**src/rtl/agc_peak_ctrl.sv**
```systemverilog
module agc_peak_ctrl #(
  parameter int SAMPLE_W  = 16,
  parameter int WIN_LEN   = 256,
  parameter int GAIN_W    = 8,
  parameter int FAST_STEP = 8
) (
  input  logic                       clk,
  input  logic                       rst_n,
  input  logic                       sample_valid,
  input  logic signed [SAMPLE_W-1:0] sample,
  input  logic                       hold_in,
  input  logic                       noise_in,
  input  logic [GAIN_W-1:0]          gain_min,
  input  logic [GAIN_W-1:0]          gain_max,
  input  logic [GAIN_W-1:0]          gain_init,
  output logic [GAIN_W-1:0]          gain,
  output logic [7:0]                 status,
  output logic                       update_pulse
);

  localparam int     CNT_W = (WIN_LEN > 1) ? $clog2(WIN_LEN) : 1;
  localparam longint FS    = longint'(1) << (SAMPLE_W - 1);
  localparam logic [SAMPLE_W-1:0] TH_FAST = SAMPLE_W'((FS * 9) / 10);
  localparam logic [SAMPLE_W-1:0] TH_DEC  = SAMPLE_W'((FS * 13) / 16);
  localparam logic [SAMPLE_W-1:0] TH_INC  = SAMPLE_W'((FS * 4 + 4) / 5);
  localparam logic [CNT_W-1:0]    LAST    = CNT_W'(WIN_LEN - 1);

  logic [SAMPLE_W-1:0] peak, mag, peak_nx;
  logic [CNT_W-1:0]    cnt;
  logic                inc_q, dec_q, fast_q, hold_q, noise_q;
  logic                last, is_fast, is_dec, is_inc;
  logic [GAIN_W:0]     step_dn, floor_w;
  logic [GAIN_W-1:0]   gain_dn, gain_up, gain_nx;

  assign mag     = sample[SAMPLE_W-1] ? (~sample + 1'b1) : sample;
  assign peak_nx = (mag > peak) ? mag : peak;
  assign last    = sample_valid && (cnt == LAST);

  assign is_fast = peak_nx > TH_FAST;
  assign is_dec  = peak_nx > TH_DEC;
  assign is_inc  = peak_nx < TH_INC;

  assign step_dn = is_fast ? (GAIN_W+1)'(FAST_STEP) : (GAIN_W+1)'(1);
  assign floor_w = {1'b0, gain_min} + step_dn;
  assign gain_dn = ({1'b0, gain} < floor_w) ? gain_min : GAIN_W'({1'b0, gain} - step_dn);
  assign gain_up = (gain >= gain_max) ? gain_max : gain + 1'b1;

  always_comb begin
    gain_nx = gain;
    if (is_dec)
      gain_nx = gain_dn;
    else if (is_inc && !hold_in && !noise_in)
      gain_nx = gain_up;
  end

  always_ff @(posedge clk) begin
    if (!rst_n) begin
      gain         <= gain_init;
      peak         <= '0;
      cnt          <= '0;
      inc_q        <= 1'b0;
      dec_q        <= 1'b0;
      fast_q       <= 1'b0;
      hold_q       <= 1'b0;
      noise_q      <= 1'b0;
      update_pulse <= 1'b0;
    end else begin
      hold_q       <= hold_in;
      noise_q      <= noise_in;
      update_pulse <= last;
      if (last) begin
        gain   <= gain_nx;
        peak   <= '0;
        cnt    <= '0;
        inc_q  <= is_inc;
        dec_q  <= is_dec;
        fast_q <= is_fast;
      end else if (sample_valid) begin
        peak <= peak_nx;
        cnt  <= cnt + 1'b1;
      end
    end
  end

  assign status = {gain[2:0], inc_q, dec_q, fast_q, hold_q, noise_q};

  assert_fast_has_dec_R2: assert property (@(posedge clk) disable iff (!rst_n)
    status[2] |-> status[3]);

  assert_flags_exclusive_R5: assert property (@(posedge clk) disable iff (!rst_n)
    !(status[4] && status[3]));

  assert_gain_frozen_R11: assert property (@(posedge clk) disable iff (!rst_n)
    !update_pulse |-> $stable(gain));

  assert_deadband_still_R5: assert property (@(posedge clk) disable iff (!rst_n)
    (update_pulse && !status[4] && !status[3]) |-> gain == $past(gain));

  assert_gain_limits_R7: assert property (@(posedge clk) disable iff (!rst_n)
    update_pulse |-> (gain >= gain_min && gain <= gain_max));

  assert_hold_blocks_up_R4: assert property (@(posedge clk) disable iff (!rst_n)
    (update_pulse && (status[1] || status[0])) |-> gain <= $past(gain));

endmodule

```
**config.mk**
```make
export PLATFORM = sky130hd
export DESIGN_NAME = agc_peak_ctrl
export DESIGN_NICKNAME = d
export VERILOG_FILES = /design/src/rtl/agc_peak_ctrl.sv
export SDC_FILE = /design/constraint.sdc
export NUM_CORES = 1
export LEC_CHECK = 0
export BUFFER_PORTS_ARGS = -buffer_cell sky130_fd_sc_hd__buf_2
export CORE_MARGIN = 4
export CORE_UTILIZATION = 59
export CTS_BUF_LIST = sky130_fd_sc_hd__clkbuf_8
export CTS_CLUSTER_DIAMETER = 150
export CTS_CLUSTER_SIZE = 20
export DETAILED_ROUTE_END_ITERATION = 8
export PLACE_DENSITY = 0.81
export SLEW_MARGIN = 20
export SYNTH_ARGS = -nofsm -noshare
export SYNTH_HDL_FRONTEND = slang
export SYNTH_SLANG_ARGS = --single-unit
```
**constraint.sdc**
```tcl
create_clock -name clk -period 9.1 [get_ports clk]
set_clock_uncertainty 0.1 [all_clocks]
set_input_delay 1.365 -clock clk [delete_from_list [all_inputs] [get_ports clk]]
set_output_delay 1.365 -clock clk [all_outputs]
set_load 0.05 [all_outputs]
```
==> impl_metrics.yaml <==
status:
  status: "complete, no violations"
logic_synthesis:
  synth_common_cells: "nor2_1 (51), ha_1 (40), inv_1 (37)"
  ys_types: 65
  async_flop_share: 0
  synth-warning-count: 0
  synth.area.top_cells: "dfxtp_1 (16%), ha_1 (14%), edfxtp_1 (6.5%), nor2_1 (5.2%), xnor2_1 (5.0%)"
  synth_edf_count: 8
  syn_area_per_cell_sq_um: 8.09
  yosys_register_bits: 38
  synthesis.instances: 457
  netlist_area_sq_um: 3700
  ys_seq_area_frac: 0.227
  synth_most_common_cell: "nor2_1"
  synth_top_area_share: 0.162
  syn_nets: 542
  synthFlopType: "dfxtp_1"
  synth_area_leader_cell: "dfxtp_1"
cells_and_area:
  drive_gt1_frac: 0.174
  stdcell_count: 570
  nets: 579
  antennaDiodeCount: 0
  fillerInstances: 480
  syn2layout_area_growth_pct: 9.81
setup_path:
  critPathKind: "primary input to flop"
  worst-endpoint-required_ns: 9.06
  rr_worst_depth: 22
  regToRegSetupSlack_ns: 3.47
  crit_path_max_fanout: 9
  worstSetupEndpointType: "flop"
  start_kind: "primary input"
  rr_startpoint: "peak[9]$_SDFFE_PP0P_"
  worst_r2r_endpoint: "gain[3]$_DFFE_PP_"
  critPathArrivalTime_ns: 8.01
clock_network:
  cts_buffers: 5
  cts_setup_buffers: 0
  post_cts_resized: 0
  clock_latency_ns: 0.30
  clk_pin_slew_worst_paths_ns: 0.09
  cts_tree: "yes"
  cts_hold_buf: 0
  cts_max_level: 2
  cts_buffer_depth: 2
  cts_sinks: 38
  cts_root_buf: "clkbuf_8"
power:
  combPwrFrac: 0.433
  power_frac_clock: 0.253
  power_density_nw_per_um2: 169
  seqPwrFrac: 0.313
  leakagePower_nw: 1.76
  power_switching_mw: 0.263
  power.internal_mw: 0.425
  switching_share: 0.382
  ir_drop_v: 0.000129
sta:
  rsz0062_at_grt: "false"
  timing.final.crit_share: 0.885
  slew-limit-headroom: 0.329
  slew_viol_final: 0
  tns_ns: 0
  worst_pin_slew_ns: 1.01
  setup_viol: 0
  finalHoldViolations: 0
  fin_crit_ns: 8.05
  clock.fmax_ghz: 0.124
route:
  routed_wl_um: 8520
  via_per_inst: 5.99
  drc: 0
  ant_nets: 0
  drtIter0Drc: 168
  wl_per_cell_um: 14.9
  drt-pass1-iter-count: 4
  vias: 3415
die:
  start_util: 0.617
  die-area_sq_um: 7600
  rows: 28
  fp.dieH_um: 87.2
  io_pins: 62
  chipWidth_um: 87.2
  core_sq_um: 5990
place:
  dp.cells: 562
  port_buffers: 61
  dpl.hpwl_um: 6670
  gp_congestion: 0.925
hold_path:
  holdCritPathClass: "flop to flop"
  hold_path_depth: 2
  holdPathEnd: "inc_q$_SDFFE_PN0P_"
  min_from: "inc_q$_SDFFE_PN0P_"
global_route:
  track_usage: 0.227
  grt_max_degree: 33
  grt_overflow_total: 0
  grt_pass1_wl_um: 14200
  grt_pass1_vias: 3146
  antenna_found_initial: 0
run:
  cap_violations: 0
layer usage:
metal,share of wire,global-route usage,vias to the layer above
met5,0,0,-
met4,0.020,0.0669,0
met3,0.053,0.0303,16
met2,0.48,0.384,106
met1,0.44,0.300,1564
li1,-,-,1729
worst max-delay path by stage:
stage	startpoint	endpoint	slack [ns]	cells after the start
floorplan	sample[1]	gain[3]$_DFFE_PP_	1.72	28
global placement	sample[0]	gain[3]$_DFFE_PP_	1.23	27
detailed placement	sample[0]	gain[3]$_DFFE_PP_	0.92	27
CTS	sample[0]	gain[3]$_DFFE_PP_	1.19	27
global route	sample[0]	gain[3]$_DFFE_PP_	0.36	27
finish	sample[0]	gain[3]$_DFFE_PP_	1.05	27
registers in the layout, summed over array words and instances (netlist names):
signal / cells
fast_q: 1
peak: 16
inc_q: 1
cnt: 8
hold_q: 1
gain: 8
update_pulse: 1
dec_q: 1
noise_q: 1
power groups by stage:
stage          Sequential [mW]  Combinational, mW  Clock, mW
6_report                 0.216              0.298      0.174
5_1_grt                  0.219              0.335      0.180
4_1_cts                  0.215              0.296      0.174
3_5_place_dp             0.219              0.295          0
3_3_place_gp             0.218              0.288          0
2_1_floorplan            0.230              0.224          0
logic make-up (layout without fill, tap and decap cells):
| kind of cell | count (synthesis) | after routing | synth area share |
|---|---|---|---|
| and+or+nand+nor | 154 | 154 | 0.209 |
| AOI/OAI and AO/OA | 101 | 101 | 0.199 |
| buffers and inverters | 69 | 107 | 0.0869 |
| adders and majority gates | 40 | 40 | 0.135 |
| DFF | 38 | 38 | 0.227 |
| xor gates and xnor gates | 33 | 33 | 0.0802 |
| muxes | 22 | 22 | 0.0619 |
placed cells by master, fill, tap and decap left out, types with 3 or more instances in the layout:
master / n
a211oi_1: 16
a21oi_1: 23
a31oi_1: 3
and2_1: 5
and3_1: 4
buf_2: 61
clkbuf_8: 5
dfxtp_1: 30
edfxtp_1: 8
ha_1: 40
inv_1: 37
mux2_2: 6
mux2i_1: 15
nand2_1: 22
nand2b_1: 6
nand3_1: 16
nand4_1: 6
nor2_1: 51
nor2b_1: 7
nor3_1: 10
nor4_1: 5
o21ai_0: 14
o311ai_0: 3
o41ai_1: 8
or2_2: 3
or3_1: 4
or4_1: 4
xnor2_1: 21
xor2_1: 11
stage by stage:
stage               total power [mW]  setup slack (ns)   util  hold slack (ns)  instance area [sq um]
floorplan                      0.454              1.72      -            0.345                   3700
global placement               0.507              1.23  0.654            0.373                   3920
detailed placement             0.514             0.923  0.654            0.382                   3920
CTS                            0.686              1.19  0.677            0.398                   4060
global route                   0.734             0.363  0.678            0.445                   4060
finish                         0.688              1.05  0.678            0.400                   4060
area by class of cell:
type	count	area (sq um)	area share
multi-input combinational	350	2540	0.626
sequential	38	841	0.207
timing repair buffer	61	305	0.0752
inverter	38	143	0.0351
tap	75	93.8	0.0231
clock buffer	5	68.8	0.0169
clock inverter	3	68.8	0.0169
worst max-delay path, stage by stage:
cell,delay [ns]
buf_2,0.14
inv_1,0.11
ha_1,0.26
or4b_1,0.64
o41ai_1,0.40
xnor2_1,0.22
ha_1,0.35
and4_1,0.19
nand3_1,0.09
nand2b_1,0.15
o211ai_1,0.30
and2_0,0.36
nor2_1,0.08
a31oi_1,0.43
inv_1,0.10
ha_1,0.34
a31oi_1,0.23
nor2_1,0.12
xnor2_1,0.14
ha_1,0.31
and4_1,0.20
a221oi_1,0.27
a21boi_0,0.17
o21ai_1,0.42
mux2i_1,0.23
mux2i_1,0.08
mux2_2,0.28
(Power assumes the default switching activity.)
